$ cat config.mk
export PLATFORM = sky130hd
export DESIGN_NAME = nmi_line_ctrl
export DESIGN_NICKNAME = d
export VERILOG_FILES = /design/src/rtl/nmi_ctrl_pkg.sv /design/src/rtl/nmi_ctrl_regif.sv /design/src/rtl/nmi_ctrl_core.sv /design/src/rtl/nmi_line_ctrl.sv
export SDC_FILE = /design/constraint.sdc
export NUM_CORES = 1
export LEC_CHECK = 0
export ABC_AREA = 1
export BUFFER_PORTS_ARGS = -buffer_cell sky130_fd_sc_hd__buf_2
export CAP_MARGIN = 5
export CORE_MARGIN = 4
export CORE_UTILIZATION = 53
export DETAILED_ROUTE_END_ITERATION = 10
export PLACE_DENSITY = 0.83
export SLEW_MARGIN = 10
export SYNTH_ARGS = -nofsm -noshare
export SYNTH_HDL_FRONTEND = slang
export SYNTH_HIERARCHICAL = 1
export SYNTH_SLANG_ARGS = --single-unit
$ cat constraint.sdc
create_clock -name clk -period 1.5 [get_ports clk]
set_input_delay 0.15 -clock clk [delete_from_list [all_inputs] [get_ports clk]]
set_output_delay 0.15 -clock clk [all_outputs]
set_load 0.05 [all_outputs]
$ cat src/rtl/nmi_ctrl_pkg.sv
package nmi_ctrl_pkg;

  // Trigger codes held in control bits [1:0]
  typedef enum logic [1:0] {
    TRIG_LVL_LOW  = 2'd0,
    TRIG_FALL     = 2'd1,
    TRIG_LVL_HIGH = 2'd2,
    TRIG_RISE     = 2'd3
  } trigMode_t;

  // Strobes and state handed from the register control to the datapath
  typedef struct packed {
    logic      pendClr;
    logic      enable;
    trigMode_t mode;
  } nmiStrobe_t;

  localparam int LAYOUT_STD    = 0;
  localparam int LAYOUT_SWAP   = 1;
  localparam int LAYOUT_LEGACY = 2;

  localparam int CTRL_OFFSET = 'h00;

  function automatic int pendOffset(int layout);
    case (layout)
      LAYOUT_SWAP: return 'h08;
      default:     return 'h04;
    endcase
  endfunction

  function automatic int enOffset(int layout);
    case (layout)
      LAYOUT_SWAP:   return 'h04;
      LAYOUT_LEGACY: return 'h34;
      default:       return 'h08;
    endcase
  endfunction

endpackage

$ cat src/rtl/nmi_ctrl_regif.sv
module nmi_ctrl_regif
  import nmi_ctrl_pkg::*;
#(
  parameter int LAYOUT = LAYOUT_STD,
  parameter int ADDR_W = 8,
  parameter int DATA_W = 32
) (
  input  logic              clk,
  input  logic              rstN,
  input  logic              busSel,
  input  logic              busWrite,
  input  logic [ADDR_W-1:0] busAddr,
  input  logic [DATA_W-1:0] busWdata,
  input  logic              pendingQ,
  output logic [DATA_W-1:0] busRdata,
  output nmiStrobe_t        strobe
);

  localparam logic [ADDR_W-1:0] CTRL_ADDR = ADDR_W'(CTRL_OFFSET);
  localparam logic [ADDR_W-1:0] PEND_ADDR = ADDR_W'(pendOffset(LAYOUT));
  localparam logic [ADDR_W-1:0] EN_ADDR   = ADDR_W'(enOffset(LAYOUT));

  logic [DATA_W-1:0] ctrlQ;
  logic              enableQ;
  logic              hitCtrl, hitPend, hitEn;
  logic              wrAccess, rdAccess;

  assign hitCtrl  = (busAddr == CTRL_ADDR);
  assign hitPend  = (busAddr == PEND_ADDR);
  assign hitEn    = (busAddr == EN_ADDR);
  assign wrAccess = busSel && busWrite;
  assign rdAccess = busSel && !busWrite;

  always_ff @(posedge clk or negedge rstN) begin
    if (!rstN) begin
      ctrlQ   <= '0;
      enableQ <= 1'b0;
    end else begin
      if (wrAccess && hitCtrl) ctrlQ   <= busWdata;
      if (wrAccess && hitEn)   enableQ <= busWdata[0];
    end
  end

  always_comb begin
    busRdata = '0;
    if (rdAccess) begin
      if (hitCtrl)      busRdata = ctrlQ;
      else if (hitPend) busRdata[0] = pendingQ;
      else if (hitEn)   busRdata[0] = enableQ;
    end
  end

  always_comb begin
    strobe.pendClr = wrAccess && hitPend && busWdata[0];
    strobe.enable  = enableQ;
    strobe.mode    = trigMode_t'(ctrlQ[1:0]);
  end

endmodule

$ cat src/rtl/nmi_ctrl_core.sv
module nmi_ctrl_core
  import nmi_ctrl_pkg::*;
#(
  parameter int SYNC_STAGES = 2
) (
  input  logic       clk,
  input  logic       rstN,
  input  logic       pinAsync,
  input  nmiStrobe_t strobe,
  output logic       pendingQ,
  output logic       irqQ,
  output logic       syncLevel,
  output logic       prevLevel
);

  localparam int CHAIN_W = (SYNC_STAGES < 2) ? 2 : SYNC_STAGES;

  logic [CHAIN_W-1:0] syncChain;
  logic               eventHit;

  always_ff @(posedge clk or negedge rstN) begin
    if (!rstN) syncChain <= '0;
    else       syncChain <= {syncChain[CHAIN_W-2:0], pinAsync};
  end

  assign syncLevel = syncChain[CHAIN_W-1];

  always_ff @(posedge clk or negedge rstN) begin
    if (!rstN) prevLevel <= 1'b0;
    else       prevLevel <= syncLevel;
  end

  always_comb begin
    unique case (strobe.mode)
      TRIG_LVL_LOW:  eventHit = !syncLevel;
      TRIG_FALL:     eventHit = !syncLevel && prevLevel;
      TRIG_LVL_HIGH: eventHit = syncLevel;
      TRIG_RISE:     eventHit = syncLevel && !prevLevel;
      default:       eventHit = 1'b0;
    endcase
  end

  // Detection outranks a same-cycle clear
  always_ff @(posedge clk or negedge rstN) begin
    if (!rstN)               pendingQ <= 1'b0;
    else if (eventHit)       pendingQ <= 1'b1;
    else if (strobe.pendClr) pendingQ <= 1'b0;
  end

  always_ff @(posedge clk or negedge rstN) begin
    if (!rstN) irqQ <= 1'b0;
    else       irqQ <= pendingQ && strobe.enable;
  end

endmodule

$ cat src/rtl/nmi_line_ctrl.sv
module nmi_line_ctrl
  import nmi_ctrl_pkg::*;
#(
  parameter int LAYOUT      = LAYOUT_STD,
  parameter int ADDR_W      = 8,
  parameter int DATA_W      = 32,
  parameter int SYNC_STAGES = 2
) (
  input  logic              clk,
  input  logic              rstN,
  input  logic              nmiPin,
  input  logic              busSel,
  input  logic              busWrite,
  input  logic [ADDR_W-1:0] busAddr,
  input  logic [DATA_W-1:0] busWdata,
  output logic [DATA_W-1:0] busRdata,
  output logic              nmiIrq
);

  nmiStrobe_t strobe;
  logic       pendingQ;
  logic       syncLevel;
  logic       prevLevel;

  nmi_ctrl_regif #(
    .LAYOUT(LAYOUT),
    .ADDR_W(ADDR_W),
    .DATA_W(DATA_W)
  ) u_regif (
    .clk      (clk),
    .rstN     (rstN),
    .busSel   (busSel),
    .busWrite (busWrite),
    .busAddr  (busAddr),
    .busWdata (busWdata),
    .pendingQ (pendingQ),
    .busRdata (busRdata),
    .strobe   (strobe)
  );

  nmi_ctrl_core #(
    .SYNC_STAGES(SYNC_STAGES)
  ) u_core (
    .clk       (clk),
    .rstN      (rstN),
    .pinAsync  (nmiPin),
    .strobe    (strobe),
    .pendingQ  (pendingQ),
    .irqQ      (nmiIrq),
    .syncLevel (syncLevel),
    .prevLevel (prevLevel)
  );

endmodule

Yosys cells after proc, flatten, opt, wreduce, memory -nomap -nowiden

Cells that the tools add are included.

Memory bits (read-only): 0
Output and inout port bits: 33
Bits in latches: 0
Word-level logic and storage cells: 34
Register bits: 38
Memory bits (writable): 0
Memories: 0
Input bits: 45

Multiplexer cells: 8
Multipliers: 0
Reductions and logical operators: 15
Div/mod/pow operators: 0
Magnitude comparators: 0
Bitwise operators: 0
Shift operators: 0
Add/sub/neg operators: 0
Equality and inequality tests: 5

Operators by type and width:

| cell                                          | number |
|---|---|
| 2-to-1 mux 32 bit                             | 1 |
| 2-to-1 mux 31 bit                             | 1 |
| logical AND 1 bit                             | 9 |
| == test 8 x 3 -> 1 bit, second input constant | 1 |
| == test 8 x 4 -> 1 bit, second input constant | 1 |
| logical NOT 8 bit                             | 1 |
| 2-to-1 mux 1 bit                              | 5 |
| == test 2 bit, second input constant          | 2 |
| one-hot mux 1 bit (4 select lines)            | 1 |
| logical NOT 1 bit                             | 3 |
| == test 2 x 1 -> 1 bit, second input constant | 1 |
| logical NOT 2 bit                             | 1 |
| nonzero test 2 bit                            | 1 |

Logic depth before layout (Yosys ltp)

Gate-level depths: netlist of the first run.

Depth in word-level cells: 5
Gate-level depth with buffers: 8

By module

The synthesis of the first run kept the hierarchy.

By module, submodules not included:

| module         | cells each | seq. area each (um^2) | instances | area an instance (um^2) |
|---|---|---|---|---|
| nmi_ctrl_regif | 215        | 825.8                 | 1         | 1890.6 |
| nmi_ctrl_core  | 16         | 125.1                 | 1         | 173.9 |

Worst setup path before layout of the first run

Ideal clock, no wire load.

Path type: in2out
Start point: input port busAddr[7]
End point: output port busRdata[31]
Required time: 1350 ps
Stages: 5
Path buffers: 0
Path slack: -404 ps
Arrival time: 1754 ps
Path through: nor2_1 > nand2_2 > nor2_8 > inv_2 > nor3b_1

Cells in the longest elaborated chain, start to end: 3

RTL lines:

| item              | line                 | RTL |
|---|---|---|
| from (decl)       | nmi_line_ctrl.sv:14  | `input logic [ADDR_W-1:0] busAddr,` |
| logical NOT 8 bit | nmi_ctrl_regif.sv:28 | `assign hitCtrl = (busAddr == CTRL_ADDR);` |
| 2-to-1 mux 31 bit | nmi_ctrl_regif.sv:47 | `if (hitCtrl) busRdata = ctrlQ;` |
| 2-to-1 mux 32 bit | nmi_ctrl_regif.sv:46 | `if (rdAccess) begin` |
| to (decl)         | nmi_line_ctrl.sv:16  | `output logic [DATA_W-1:0] busRdata,` |

Every way passes these cells.

Final worst setup path of the first run

Start point: input port busAddr[7]
End point: output port busRdata[10]

Same word-level chain as after synthesis.

==> results of run 1 <==
==> worst max-delay path, cell delays in order <==
cell     delay [ps]
buf_2            90
nor2_1          120
nand2_2         120
nor2_8          130
inv_2            70
buf_12          160
nor3b_2         180
buf_2           290
==> sequential cells by signal, indices dropped and copies added (netlist names) <==
signal and count:
u_core/irqQ 1, u_regif/ctrlQ 32, u_core/pendingQ 1, u_core/prevLevel 1, u_core/syncChain 2, u_regif/enableQ 1
==> cell families after synthesis <==
logic type      after synthesis  synth area share
simple gates                159             0.455
buf+inv                      32            0.0800
flops                        38             0.461
compound gates                2           0.00484
==> power by group <==
group	leakage [nW]	switching [mW]	total, mW	internal, mW
clock	0.0579	0.336	0.825	0.489
sequential	0.516	0.0147	1.07	1.05
combinational	0.867	0.110	0.191	0.0805
total	1.44	0.461	2.08	1.62
==> synthesized netlist by cell type <==
| library cell | number |
|---|---|
| inv_1 | 12 |
| buf_2 | 9 |
| dfrtp_1 | 38 |
| nand2_1 | 79 |
| buf_6 | 3 |
| nor3_1 | 2 |
| nor2_1 | 7 |
| nor2_8 | 1 |
| o21ai_0 | 1 |
| nor3b_2 | 30 |
| nand2_2 | 2 |
| clkbuf_1 | 3 |
| a21oi_1 | 1 |
| clkinv_1 | 1 |
| nand3_1 | 36 |
| buf_4 | 3 |
| inv_2 | 1 |
| nor3b_1 | 1 |
| nand3_2 | 1 |
==> worst max path at each step <==
stage                           from           end  slack [ps]  cells past startpoint
finish                    busAddr[7]  busRdata[10]          40                      8
floorplan                 busAddr[7]  busRdata[10]         -60                      6
global route        u_regif/ctrlQ[0]   busRdata[0]         -10                      5
detailed placement        busAddr[7]  busRdata[15]          40                      8
CTS                       busAddr[7]  busRdata[15]          40                      8
global placement          busAddr[7]  busRdata[25]          60                      8
==> final cells by class <==
type                       count  area (um2)  area share
multi-input combinational    161         956       0.359
tap                           48        60.1      0.0225
clock inverter                 3        40.0      0.0150
sequential                    38         951       0.357
inverter                      14        52.6      0.0197
clock buffer                   5        68.8      0.0258
timing repair buffer          92         536       0.201
==> what timing repair did <==
action / in CTS / in global routing
hold buffers: 2 / 0
hold endpoints to repair: 39 / 0
setup endpoints to repair: 0 / 3
resized for setup: 0 / 3
==> metal layers <==
metal | vias up | routed length, um
met5 | - | 0
met4 | 0 | 51
met3 | 6 | 382
met2 | 64 | 2450
met1 | 854 | 2030
li1 | 900 | -
==> per-stage QoR <==
| step | hold WS [ps] | power, mW | cells | area (um2) | worst slack [ps] |
|---|---|---|---|---|---|
| after floorplan | -146 | 1.17 | 231 | 2070 | -57.9 |
| after global placement | -6.01 | 1.27 | 351 | 2530 | 61.6 |
| after global routing | 78.0 | 2.18 | 361 | 2660 | -9.93 |
| final | 91.1 | 2.08 | 361 | 2660 | 40.4 |
| after detailed placement | -0.323 | 1.27 | 351 | 2530 | 41.2 |
| after CTS | 86.9 | 2.10 | 361 | 2660 | 40.1 |
==> impl_results.md, run 1 <==
* Fill count at 319
* Final setup TNS at 0 ps
* PD cells at 782 nW/um2
* # IOs at 78
* Hold endpoint: u_regif/ctrlQ[28]
* Top cell type's share of synthesized area at 0.461
* Layout cell share with drive strength beyond 1 at 0.431
* Largest net degree at the start of global routing at 19
* Die W at 70.4 um
* P&R area growth vs syn at 29.0%
* Maximum buffer depth of the clock tree at 2
* GRT busiest layer: met2
* Syn Inst Count at 231
* Arrival @ worst endpoint at 1310 ps
* Core Rows at 22
* DIE AREA at 4960 um2
* CP required at 1350 ps
* Most frequent cells in the layout: nand2_1, buf_2, dfrtp_1
* Met3 Use GR at 0.0547
* Mapped Area at 2060 um2
* CTS tree: built
* Post-Synthesis Mean Instance Area at 8.94 um2
* Max Clock Freq at 0.685 GHz
* Hold Crit Class: input pin to register
* Core Util, Final at 0.717
* Initial antenna violation count at 0
* RR Endpoint: u_core/pendingQ
* Register area share after synthesis at 0.461
* IO buf count at 77
* Seq cells post-synth at 38
* Worst-path maximum fanout at 18
* M1 GR Usage at 0.257
* Initial Util at 0.556
* Tmin final at 1460 ps
* Max-Cap Viols at 0
* Clock latency on the worst-skew pair at 280 ps
* Clock Skews at 2.84 ps
* R2R setup slack at 750 ps
* Critical path type: input pin to output port
* Drt pass-1 iters at 4
* Final WL at 4920 um
* # diodes at 0
* Final Slew Violations at 0
* Worst slew pin tran at 284 ps
* CTS root buf: clkbuf_8
* Outcome: finished clean
* Worst Hold Depth at 3
* H-tree Lvls at 2
* GRT overflow at 0
* Ys Warns at 6
* Gr usage total at 0.203
* Met2 usage at 0.338
* LEAKAGE at 1.44 nW
* Wirelength per Cell at 13.6 um
* Setup crit end kind: output port
* Global-route wire length before repair at 8090 um
* Commonest non-fill, non-tap cell in the layout: nand2_1
* Height of the die at 70.4 um
* Nets at 357
* Post-synth cell types at 19
* Cell accounting for the most synthesized area: dfrtp_1
* Vias/cell at 5.05
* Detailed Place HPWL at 3650 um
* GP Congestion at 0.788
* Final ANT Viol Nets at 0
* Critical Path Start Type: input pin
* Worst Reg-to-Reg Cells at 3
* Post-CTS Setup Bufs at 0
* R2R Path Start: u_regif/ctrlQ[0]
* Setup violators final at 0
* Cts bufs inserted at 5
* Ranking of synthesized cells by area: dfrtp_1, nor3b_2, nand2_1, nand3_1, buf_2
* Clk sinks at 38
* Min-Delay Startpoint: busWdata[28]
* Starting DRC count in detailed routing at 82
* # DRC at 0
* CORE AREA at 3720 um2
* Vias in the first global route at 1,783
* Final Hold Viols at 0
* Worst VDD drop at 577 uV
* Clock-pin slew on the worst setup and hold paths at 70 ps
* Synth Net Count at 276
* Relative slew slack at 0.810
* Via count at 1,824
* Final worst-path cycle share at 0.973
Power figures use the tool's default switching activity.
==> run 2: changes to the inputs <==
--- a/config.mk
+++ b/config.mk
@@ -10,6 +10,7 @@
 export CAP_MARGIN = 5
 export CORE_MARGIN = 4
 export CORE_UTILIZATION = 53
+export CTS_BUF_LIST = sky130_fd_sc_hd__clkbuf_16
 export DETAILED_ROUTE_END_ITERATION = 10
 export PLACE_DENSITY = 0.83
 export SLEW_MARGIN = 10
==> run 2 against run 1 <==
Net effect:
- clock-buffer cell count stayed put
- flip-flop and latch count did not move
- worst setup slack barely moved
- clock power is 39% higher
- worst hold slack improved by 10 ps
- critical endpoint is now busRdata[25]
==> impl_results.md, run 2 (synthesis gave the netlist of run 1 again) <==
* Tmin final at 1460 ps
* Height of the die at 70.4 um
* LEAKAGE at 1.47 nW
* CTS tree: built
* Number of cells on the critical path at 8
* Logic pwr share at 0.079
* Drt pass-1 iters at 4
* Vias/cell at 5.02
* Reg power frac at 0.443
* Critical Path Start Type: input pin
* CP top delay family: buffers and inverters
* # IOs at 78
* DIE AREA at 4960 um2
* Setup violators final at 0
* Arrival @ worst endpoint at 1310 ps
* CORE AREA at 3720 um2
* Relative slew slack at 0.811
* Hold Crit Class: input pin to register
* Clk sinks at 38
* IO buf count at 77
* Vias in the first global route at 1,764
* Worst Reg-to-Reg Cells at 4
* Gr usage total at 0.205
* Worst Hold Depth at 3
* CP max stage cell: buf_2
* Clock latency on the worst-skew pair at 280 ps
* H-tree Lvls at 2
* Final Slew Violations at 0
* Initial antenna violation count at 0
* Number of flip-flops in the largest register at 32
* Cts bufs inserted at 5
* # DRC at 0
* Starting DRC count in detailed routing at 100
* PD cells at 887 nW/um2
* Layout cell share with drive strength beyond 1 at 0.431
* Critical path type: input pin to output port
* Die W at 70.4 um
* Part of the power in the clock network at 0.478
* Worst slew pin tran at 284 ps
* Critical-path cell list: buf_2 -> nor2_1 -> nand2_2 -> nor2_8 -> inv_2 -> buf_12 -> nor3b_2 -> buf_2
* Clock Skews at 0.841 ps
* Unrepaired setup endpoints after global routing: false
* Max Clock Freq at 0.685 GHz
* Top reg by flops: u_regif/ctrlQ
* Core Util, Final at 0.732
* CTS root buf: clkbuf_16
* Core Rows at 22
* Via count at 1,814
* Internal Power at 1.91 mW
* Setup crit end kind: output port
* CP most frequent cell: buf_2
* Most frequent cells in the layout: nand2_1, buf_2, dfrtp_1
* Final setup TNS at 0 ps
* Worst-path maximum fanout at 18
* Final ANT Viol Nets at 0
* Max-Cap Viols at 0
* Largest net degree at the start of global routing at 19
* Commonest non-fill, non-tap cell in the layout: nand2_1
* # diodes at 0
* Initial Util at 0.556
* P&R area growth vs syn at 31.8%
* Wirelength per Cell at 13.6 um
* Post-CTS Setup Bufs at 0
* Global-route wire length before repair at 8130 um
* CP required at 1350 ps
* Final Hold Viols at 0
* Nets at 357
* Biggest regs: u_regif/ctrlQ (32), u_core/syncChain (2)
* Detailed Place HPWL at 3650 um
* Worst VDD drop at 832 uV
* Final WL at 4930 um
* Worst path max stage delay at 290 ps
* Switching share of power at 0.208
* Buf/Inv on CP at 4
* GRT overflow at 0
* Maximum buffer depth of the clock tree at 2
* P_sw at 0.503 mW
* Outcome: finished clean
* Clock-pin slew on the worst setup and hold paths at 50 ps
* Final worst-path cycle share at 0.973
* GP Congestion at 0.788
run 2: cell counts in the layout (fill, tap and decap cells not counted):
No cell type changed its count.
run 2: routing by layer:
| layer | track usage | wire, um | vias up |
|---|---|---|---|
| met5 | 0 | 0 | - |
| met4 | 0.0638 | 48 | 0 |
| met3 | 0.0547 | 472 | 6 |
| met2 | 0.339 | 2440 | 86 |
| met1 | 0.261 | 1970 | 825 |
| li1 | - | - | 897 |
run 2: layout make-up:
class / instances / area [um2]
Tap cell: 48 / 60.1
Multi-Input combinational cell: 161 / 956
Sequential cell: 38 / 951
Inverter: 14 / 52.6
Fill cell: 305 / 996
Clock inverter: 3 / 40.0
Timing Repair Buffer: 92 / 536
Clock buffer: 5 / 125
run 2: power groups by stage:
stage	combinational, mW	clock [mW]	sequential (mW)
final	0.190	1.15	1.07
after global routing	0.213	1.22	1.07
after CTS	0.192	1.18	1.07
after detailed placement	0.188	0	1.09
after global placement	0.182	0	1.09
after floorplan	0.0813	0	1.08
run 2: path summary, 6_finish.rpt:
check,start,endpoint,slack (ps)
max,busAddr[7],busRdata[25],40
min,busWdata[29],u_regif/ctrlQ[29],100
min in group asynchronous,rstN,u_regif/ctrlQ[21],260
max in group asynchronous,rstN,u_regif/ctrlQ[0],790
min reg2reg,u_core/syncChain[0],u_core/syncChain[1],360
max reg2reg,u_core/prevLevel,u_core/pendingQ,770
run 2: worst reg2reg max path: cells and delay by family (launching register included):
family | cells | cell delay, ps
DFF | 1 | 380
and+or+nand+nor | 3 | 180
buffers and inverters | 1 | 60
run 2: timing repair:
action,4_1_cts,5_1_grt
hold buffers,2,0
endpoints found under the setup margin,0,3
gates resized for setup,0,3
endpoints found under the hold margin,39,0
run 2: metrics by stage:
step | total power, mW | setup slack [ps] | cells | hold slack (ps) | area (um2)
after global routing | 2.50 | 0.547 | 361 | 103 | 2720
after CTS | 2.44 | 40.1 | 361 | 95.3 | 2710
after detailed placement | 1.27 | 41.2 | 351 | -0.323 | 2530
final | 2.41 | 40.5 | 361 | 101 | 2720
after floorplan | 1.17 | -57.9 | 231 | -146 | 2070
after global placement | 1.27 | 61.6 | 351 | -6.01 | 2530
